### src/rtl/sip_pkg.sv
package sip_pkg;

    localparam logic [1:0] ADDR_A   = 2'd0;
    localparam logic [1:0] ADDR_B   = 2'd1;
    localparam logic [1:0] ADDR_ST  = 2'd2;
    localparam logic [1:0] ADDR_CTL = 2'd3;

    localparam int unsigned NPORT = 2;

    typedef struct packed {
        logic a_strobed;
        logic b_strobed;
        logic hi_input;
    } mode_t;

    typedef struct packed {
        mode_t      mode;
        logic [1:0] inte;
        logic [1:0] hi_out;
    } ctl_t;

endpackage

### src/rtl/sip_ctl.sv
module sip_ctl
    import sip_pkg::*;
#(
    parameter int unsigned DW = 8
) (
    input  logic          clk,
    input  logic          rst_n,
    input  logic          wr_ctl,
    input  logic [DW-1:0] wdata,
    output mode_t         mode,
    output logic [1:0]    inte,
    output logic [1:0]    hi_out,
    output logic          mode_wr
);

    ctl_t ctl_d, ctl_q;

    assign mode_wr = wr_ctl && wdata[7];

    always_comb begin
        ctl_d = ctl_q;
        if (wr_ctl) begin
            if (wdata[7]) begin
                ctl_d.mode.a_strobed = (wdata[6:5] == 2'b01) && wdata[4];
                ctl_d.mode.b_strobed = wdata[2] && wdata[1];
                ctl_d.mode.hi_input  = wdata[3];
                ctl_d.inte           = 2'b00;
                ctl_d.hi_out         = 2'b00;
            end else begin
                case (wdata[3:1])
                    3'd4:    ctl_d.inte[0]   = wdata[0];
                    3'd2:    ctl_d.inte[1]   = wdata[0];
                    3'd6:    ctl_d.hi_out[0] = wdata[0];
                    3'd7:    ctl_d.hi_out[1] = wdata[0];
                    default: ;
                endcase
            end
        end
    end

    always_ff @(posedge clk) begin
        if (!rst_n) begin
            ctl_q      <= '0;
            ctl_q.mode <= '{a_strobed: 1'b0, b_strobed: 1'b0, hi_input: 1'b1};
        end else begin
            ctl_q <= ctl_d;
        end
    end

    assign mode   = ctl_q.mode;
    assign inte   = ctl_q.inte;
    assign hi_out = ctl_q.hi_out;

    // set/reset on bit 4 writes port A enable
    a_r5_sr_inte_a: assert property (@(posedge clk) disable iff (!rst_n)
        (wr_ctl && !wdata[7] && wdata[3:1] == 3'd4) |=> (inte[0] == $past(wdata[0])));

    // mode word clears enables and output latches
    a_r2_mode_clears: assert property (@(posedge clk) disable iff (!rst_n)
        (wr_ctl && wdata[7]) |=> (inte == 2'b00 && hi_out == 2'b00));

    // unused selects leave all control state alone
    a_r8_dead_selects: assert property (@(posedge clk) disable iff (!rst_n)
        (wr_ctl && !wdata[7] && (wdata[3:1] == 3'd0 || wdata[3:1] == 3'd1 ||
                                 wdata[3:1] == 3'd3 || wdata[3:1] == 3'd5))
        |=> ($stable(inte) && $stable(hi_out) && $stable(mode)));

endmodule

### src/rtl/sip_port.sv
module sip_port #(
    parameter int unsigned DW = 8
) (
    input  logic          clk,
    input  logic          rst_n,
    input  logic          en,
    input  logic          clr,
    input  logic          rd_clr,
    input  logic          stb_n,
    input  logic [DW-1:0] din,
    output logic [DW-1:0] dout,
    output logic          ibf
);

    typedef struct packed {
        logic          stb_prev;
        logic          ibf;
        logic [DW-1:0] data;
    } port_st_t;

    port_st_t st_d, st_q;
    logic     fall;

    assign fall = st_q.stb_prev && !stb_n;

    always_comb begin
        st_d          = st_q;
        st_d.stb_prev = stb_n;
        if (clr) begin
            st_d.ibf = 1'b0;
        end else if (en && fall) begin
            st_d.data = din;
            st_d.ibf  = 1'b1;
        end else if (rd_clr) begin
            st_d.ibf = 1'b0;
        end
    end

    always_ff @(posedge clk) begin
        if (!rst_n) begin
            st_q          <= '0;
            st_q.stb_prev <= 1'b1;
        end else begin
            st_q <= st_d;
        end
    end

    assign dout = st_q.data;
    assign ibf  = st_q.ibf;

    // falling strobe in strobed mode loads data and sets buffer-full
    a_r3_capture: assert property (@(posedge clk) disable iff (!rst_n)
        (en && !clr && $fell(stb_n)) |=> (ibf && dout == $past(din)));

    // a read without a competing strobe clears buffer-full
    a_r4_read_clears: assert property (@(posedge clk) disable iff (!rst_n)
        (rd_clr && !(en && $fell(stb_n))) |=> !ibf);

    // latch holds while the port is not in strobed mode
    a_r9_latch_hold: assert property (@(posedge clk) disable iff (!rst_n)
        (!en) |=> $stable(dout));

endmodule

### src/rtl/strobed_in_ctrl.sv
module strobed_in_ctrl
    import sip_pkg::*;
#(
    parameter int unsigned DW = 8
) (
    input  logic          clk,
    input  logic          rst_n,
    input  logic [1:0]    bus_addr,
    input  logic          bus_wr,
    input  logic          bus_rd,
    input  logic [DW-1:0] bus_wdata,
    output logic [DW-1:0] bus_rdata,
    input  logic          stb_a_n,
    input  logic          stb_b_n,
    input  logic [DW-1:0] pa_in,
    input  logic [DW-1:0] pb_in,
    input  logic [1:0]    pc_hi_in,
    output logic [1:0]    pc_hi_out,
    output logic [1:0]    pc_hi_oe,
    output logic          irq_a,
    output logic          irq_b
);

    mode_t            mode;
    logic [1:0]       inte;
    logic [1:0]       hi_out;
    logic             mode_wr;

    logic [NPORT-1:0] en_v;
    logic [NPORT-1:0] stb_v;
    logic [NPORT-1:0] rd_v;
    logic [NPORT-1:0] ibf_v;
    logic [DW-1:0]    din_v  [NPORT];
    logic [DW-1:0]    dout_v [NPORT];
    logic [DW-1:0]    status;
    logic [1:0]       hi_view;

    sip_ctl #(.DW(DW)) i_ctl (
        .clk     (clk),
        .rst_n   (rst_n),
        .wr_ctl  (bus_wr && bus_addr == ADDR_CTL),
        .wdata   (bus_wdata),
        .mode    (mode),
        .inte    (inte),
        .hi_out  (hi_out),
        .mode_wr (mode_wr)
    );

    assign en_v     = {mode.b_strobed, mode.a_strobed};
    assign stb_v    = {stb_b_n, stb_a_n};
    assign din_v[0] = pa_in;
    assign din_v[1] = pb_in;

    for (genvar p = 0; p < NPORT; p++) begin : g_port
        assign rd_v[p] = bus_rd && (bus_addr == 2'(p));
        sip_port #(.DW(DW)) i_port (
            .clk    (clk),
            .rst_n  (rst_n),
            .en     (en_v[p]),
            .clr    (mode_wr),
            .rd_clr (rd_v[p]),
            .stb_n  (stb_v[p]),
            .din    (din_v[p]),
            .dout   (dout_v[p]),
            .ibf    (ibf_v[p])
        );
    end

    assign irq_a     = ibf_v[0] && inte[0];
    assign irq_b     = ibf_v[1] && inte[1];
    assign pc_hi_out = hi_out;
    assign pc_hi_oe  = {2{~mode.hi_input}};
    assign hi_view   = mode.hi_input ? pc_hi_in : hi_out;

    always_comb begin
        status      = '0;
        status[7:0] = {hi_view, ibf_v[0], inte[0], irq_a, inte[1], ibf_v[1], irq_b};
    end

    always_comb begin
        case (bus_addr)
            ADDR_A:  bus_rdata = dout_v[0];
            ADDR_B:  bus_rdata = dout_v[1];
            ADDR_ST: bus_rdata = status;
            default: bus_rdata = '0;
        endcase
    end

    // reading port A without a competing strobe drops its request
    a_r6_read_drops_irq: assert property (@(posedge clk) disable iff (!rst_n)
        (bus_rd && bus_addr == ADDR_A && !$fell(stb_a_n)) |=> !irq_a);

    // a request pin can only rise after its port saw a strobe or an enable write
    a_r6_irq_b_cause: assert property (@(posedge clk) disable iff (!rst_n)
        $rose(irq_b) |-> ($past(bus_wr) || $past(!stb_b_n)));

    // output enables follow the direction chosen by the last mode word
    a_r8_oe_dir: assert property (@(posedge clk) disable iff (!rst_n)
        (bus_wr && bus_addr == ADDR_CTL && bus_wdata[7]) |=> (pc_hi_oe == {2{~$past(bus_wdata[3])}}));

endmodule

### config.mk
export PLATFORM = sky130hd
export DESIGN_NAME = strobed_in_ctrl
export DESIGN_NICKNAME = d
export VERILOG_FILES = /design/src/rtl/sip_pkg.sv /design/src/rtl/sip_ctl.sv /design/src/rtl/sip_port.sv /design/src/rtl/strobed_in_ctrl.sv
export SDC_FILE = /design/constraint.sdc
export NUM_CORES = 1
export LEC_CHECK = 0
export ABC_AREA = 1
export BUFFER_PORTS_ARGS = -buffer_cell sky130_fd_sc_hd__buf_2
export CAP_MARGIN = 10
export CORE_UTILIZATION = 49
export CTS_CLUSTER_SIZE = 24
export DETAILED_ROUTE_END_ITERATION = 6
export GPL_ROUTABILITY_DRIVEN = 0
export PLACE_DENSITY = 0.82
export SLEW_MARGIN = 20
export SYNTH_ARGS = -nofsm -noshare
export SYNTH_HDL_FRONTEND = slang
export SYNTH_SLANG_ARGS = --single-unit
### constraint.sdc
create_clock -name clk -period 1.4 [get_ports clk]
set_input_delay 0.07 -clock clk [delete_from_list [all_inputs] [get_ports clk]]
set_output_delay 0.07 -clock clk [all_outputs]
set_load 0.05 [all_outputs]
==> impl_metrics.toml, run 1 <==
[synth]
synth_area_sq_um = 1410
synth.distinct_cells = 17
synth_cells = 219
synth-seq-cells = 27
synth_area_leaders = "dfxtp_1 (38%), nand2_1 (16%), nand3_1 (9.3%)"
syn_area_per_cell_sq_um = 6.42
synth_top_area_share_pct = 38.5
synth_nets = 253
ys_seq_area_share_pct = 38.5
yosys_warnings = 0
yosys.area.top_type = "dfxtp_1"

[detailed_routing]
drc_errors = 0
detail-route-antenna-nets = 0
dr.pass1.iters = 4
via_per_inst = 4.88
wl_met3_um = 112
num_vias = 1464
wire_per_inst_um = 10.2
routed-wl-met2_mm = 1.42
drt_iter0_drc = 37
top_layer = "met4"
m1WireLength_mm = 1.49
drt-total-wl_mm = 3.07

[grt]
overflow = 0
grt_start_max_net_pins = 38
grtUsageTotal_pct = 21.4
antenna_found_initial = 0
grt_pass1_vias = 1244
grt_first_pass_wirelength_mm = 5.29

[sta]
setup_viol = 0
hold_violations = 0
finalCriticalPeriod_ns = 1.33
tightest_slew_ns = 0.448
max_freq_mhz = 749
rsz0062_at_grt = "yes"
setup_tns_ns = 0
drv_slew = 0
finClkSkew_ns = 0.00137
slew_headroom_pct = 70.2
finalCritPeriodShare_pct = 95.3

[critical_path]
r2r_slack_ns = 0.22
path_class = "flop to primary output"
cp-end-kind = "primary output"
cp.arrival_ns = 1.26
rr_worst_depth = 5
start_kind = "flop"
reg2reg_from = "i_ctl.mode[2]"
r2r_end = "g_port[0].i_port.dout[3]"
startpoint = "i_ctl.mode[0]"
path_max_fanout = 4
crit_required_ns = 1.33

[finish]
layout_common_cells = "nand2_1 (60), buf_2 (43), inv_1 (29), nor2_1 (29), nand3_1 (26)"
drive_gt1_share_pct = 24.9
final_core_util_pct = 63.9
insertedDiodeCount = 0
final_common_cell = "nand2_1"
fin_area_sq_um = 1750
nets = 304
fin_cells = 300
area_growth_pct = 24.4

[clock_network]
cts_root_buf = "clkbuf_4"
clk_latency_ns = 0.33
htree_levels = 1
path_clk_slew_ns = 0.14
clkSinkCount = 27
clk_path_buf_depth = 2
cts_tree = "built"
cts_buffers = 3
cts_setup_buffers = 0

[placement]
portBuffers = 47
dpl.hpwl_mm = 2.19
dpl.cell_count = 292
dpl-instance-area_sq_um = 1660

[floorplan]
start_util_pct = 51.4
die_y_um = 55.6
fp.coreArea_sq_um = 2730
die-area_sq_um = 3090
num_rows = 19
io_pins = 48
die_w_um = 55.6

[worst_hold_path]
hold_depth = 5
min_path_type = "input pin to flop"
min_from = "pa_in[6]"
holdPathEnd = "g_port[0].i_port.dout[6]"

[power]
power-per-cell-area_nw_per_um2 = 797
vdd_ir_drop_max_v = 0.000727
leakagePower_nw = 0.920
p_total_mw = 1.39

[status]
status = "finished clean"

[flow_run]
max_cap_violations = 0
## final cells by class
| cell class | count | area [sq um] |
|---|---|---|
| inverters | 30 | 116 |
| flip-flops and latches | 27 | 551 |
| clock buffers | 3 | 22.5 |
| clock inverters | 1 | 5.00 |
| repair buffers | 55 | 315 |
| well taps | 31 | 38.8 |
| multi-input cells | 153 | 699 |
| fillers | 274 | 986 |
## metrics by stage
stage | worst slack (ns) | hold WS [ns]
after detailed placement | 0.248 | 0.272
final | 0.0657 | 0.0402
after global routing | -0.0307 | 0.0409
after floorplan | -0.102 | 0.155
after global placement | 0.269 | 0.269
after CTS | 0.00643 | 0.0334
## critical path: stages (launching register included)
cell	delay, ns
dfxtp_4	0.39
clkinvlp_4	0.09
o21ai_2	0.05
o211ai_1	0.17
buf_4	0.23
## power by group
group	internal, mW	leakage, nW	switching, mW	total, mW
Combinational	0.0978	0.681	0.152	0.250
Sequential	0.787	0.221	0.0129	0.800
Clock	0.108	0.0177	0.236	0.343
Total	0.993	0.920	0.401	1.39
## cells by family after synthesis
logic type	Yosys count	share of synthesized area, %
AOI/OAI and AO/OA	31	11.9
and+or+nand+nor	122	37.6
buffers and inverters	39	12.0
DFF	27	38.5
## cell usage after synthesis
cell / instances
nor2_1: 29
inv_1: 30
nand2_1: 60
nand2_2: 1
buf_4: 1
nor2_2: 3
nand3b_1: 1
o211ai_1: 5
buf_2: 3
buf_6: 2
o21ai_0: 3
clkbuf_1: 3
nand2_4: 1
dfxtp_1: 27
a21oi_1: 23
nand3_1: 26
nor2_8: 1
## per-layer routing
layer / vias up / GRT usage (%)
li1: 781 / -
met2: 37 / 34.6
met3: 4 / 2.34
met1: 642 / 28.7
met4: 0 / 9.64
met5: - / 0
## flip-flops by register name, summed over array words and instances (netlist names)
signal,flops
i_ctl.hi_out,2
g_port.i_port.ibf,2
i_ctl.inte,2
g_port.i_port.dout,16
g_port.i_port.st_q,2
i_ctl.mode,3
## worst max path at each step
| stage | endpoint | cells after the start |
|---|---|---|
| 2_1_floorplan | bus_rdata[7] | 3 |
| 3_3_place_gp | bus_rdata[0] | 7 |
| 3_5_place_dp | g_port[0].i_port.dout[3] | 5 |
| 4_1_cts | bus_rdata[6] | 3 |
| 5_1_grt | bus_rdata[7] | 4 |
| 6_report | bus_rdata[7] | 4 |
## timing repair
| action | 4_1_cts | 5_1_grt |
|---|---|---|
| pin swaps | 0 | 1 |
| hold buffers | 4 | 0 |
| hold endpoints to repair | 3 | 0 |
| gates resized for setup | 1 | 10 |
| endpoints found under the setup margin | 1 | 4 |
| gates cloned | 0 | 0 |
Note: power is estimated with default switching activity, not from simulation.
==> run 2, diff against run 1 <==
--- a/config.mk
+++ b/config.mk
@@ -8,11 +8,10 @@
 export ABC_AREA = 1
 export BUFFER_PORTS_ARGS = -buffer_cell sky130_fd_sc_hd__buf_2
 export CAP_MARGIN = 10
-export CORE_UTILIZATION = 49
+export CORE_UTILIZATION = 35
 export CTS_CLUSTER_SIZE = 24
 export DETAILED_ROUTE_END_ITERATION = 6
-export GPL_ROUTABILITY_DRIVEN = 0
-export PLACE_DENSITY = 0.82
+export PLACE_DENSITY = 0.63
 export SLEW_MARGIN = 20
 export SYNTH_ARGS = -nofsm -noshare
 export SYNTH_HDL_FRONTEND = slang
==> impl_metrics.toml, run 2 (same netlist as run 1, synthesis figures left out) <==
[detailed_routing]
drt-total-wl_mm = 3.17
num_vias = 1450
detail-route-antenna-nets = 0
wire_per_inst_um = 10.1
drt_iter0_drc = 71
via_per_inst = 4.60
dr.pass1.iters = 4
drc_errors = 0

[finish]
nets = 302
final_core_util_pct = 46.7
seq_area_sq_um = 547
nFillCells = 426
area_growth_pct = 24.5
layout_common_cells = "nand2_1 (60), buf_2 (47), inv_1 (29), nor2_1 (29), nand3_1 (26)"
final_common_cell = "nand2_1"
insertedDiodeCount = 0
multi_input_area_sq_um = 696
drive_gt1_share_pct = 24.0
largest_reg_flops = 16

[clock_network]
cts_buffers = 3
cts_setup_buffers = 0
clk_path_buf_depth = 2
path_clk_slew_ns = 0.09
cts_tree = "built"
cts_root_buf = "clkbuf_8"
htree_levels = 1
clk_latency_ns = 0.27
cts_resized = 0
clkSinkCount = 27

[floorplan]
num_rows = 22
fp.coreArea_sq_um = 3740
die-area_sq_um = 4270
die_w_um = 65.4
io_pins = 48
die_y_um = 65.4
start_util_pct = 37.5

[worst_hold_path]
min_path_type = "input pin to flop"

[power]
p_sw_uw = 394
leakagePower_nw = 0.917
p_comb_share_pct = 16.6
p_total_mw = 1.48
clockPowerShare_pct = 29.3
p_seq_share_pct = 54.1
vdd_ir_drop_max_v = 0.000501
swShare_pct = 26.7
power-per-cell-area_nw_per_um2 = 844
p_int_mw = 1.08

[sta]
finalCriticalPeriod_ns = 1.29
setup_viol = 0
rsz0062_at_grt = "no"
drv_slew = 0
setup_tns_ns = 0
slew_headroom_pct = 67.1
max_freq_mhz = 774
finClkSkew_ns = 0.00413
finalCritPeriodShare_pct = 92.3
setup_ws_ns = 0.107
hold_violations = 0
tightest_slew_ns = 0.494
hold_ws_ns = 0.0765

[placement]
routabilityCongestion = 0.724
dpl.hpwl_mm = 2.31
portBuffers = 47
pre_cts_ws_ns = 0.258

[grt]
grt_pass1_vias = 1329
overflow = 0
grtUsageTotal_pct = 16.5
grt_first_pass_wirelength_mm = 5.53
grt_start_max_net_pins = 38
antenna_found_initial = 0

[critical_path]
path_class = "flop to primary output"
cp.arrival_ns = 1.22
cp-end-kind = "primary output"
crit_required_ns = 1.33
path_max_fanout = 4
start_kind = "flop"

[flow_run]
max_cap_violations = 0

[status]
status = "finished clean"
-- run 2: power by group through the flow --
| stage | registers, mW | clock network [mW] | logic [mW] |
|---|---|---|---|
| after floorplan | 0.822 | 0 | 0.150 |
| after global placement | 0.818 | 0 | 0.240 |
| after detailed placement | 0.818 | 0 | 0.241 |
| after CTS | 0.800 | 0.449 | 0.246 |
| after global routing | 0.803 | 0.470 | 0.276 |
| final | 0.799 | 0.433 | 0.244 |
-- run 2: what timing repair did --
item	CTS	global route
endpoints found under the hold margin	2	0
hold buffers	2	0
setup endpoints to repair	0	0
-- run 2: path summary, 6_finish.rpt --
kind                            startpoint                       end  slack, ns  cells past startpoint
setup / recovery             i_ctl.mode[0]              bus_rdata[7]       0.11                      4
hold / removal                bus_wdata[6]             i_ctl.mode[2]       0.08                      3
setup reg to reg             i_ctl.mode[1]  g_port[1].i_port.dout[2]       0.38                      6
hold reg to reg   g_port[0].i_port.dout[5]  g_port[0].i_port.dout[5]       0.49                      2
-- run 2: critical path: stages (launching register included) --
cell and delay (ns):
dfxtp_2 0.35, clkinvlp_4 0.08, o21ai_1 0.06, o211ai_1 0.18, buf_2 0.29
-- run 2: final cells by class --
class / instances / share of cell area, %
tap: 48 / 3.43
clock buffer: 4 / 2.58
inverter: 30 / 6.65
sequential: 27 / 31.3
multi-input combinational: 153 / 39.8
timing repair buffer: 53 / 16.3
-- run 2: stage by stage --
step                      cell area [sq um]  std cells
after detailed placement               1680        309
final                                  1750        315
after global routing                   1750        315
after global placement                 1680        309
after CTS                              1750        315
after floorplan                        1420        219
-- run 2: per-layer routing --
metal / vias up / wire length, um / GRT usage [%] / part of all wire (%)
met3: 4 / 135 / 2.26 / 4.3
met2: 38 / 1440 / 28.4 / 45
met5: - / 0 / 0 / 0
li1: 781 / - / - / -
met1: 627 / 1550 / 20.6 / 49
met4: 0 / 46 / 6.52 / 1.5
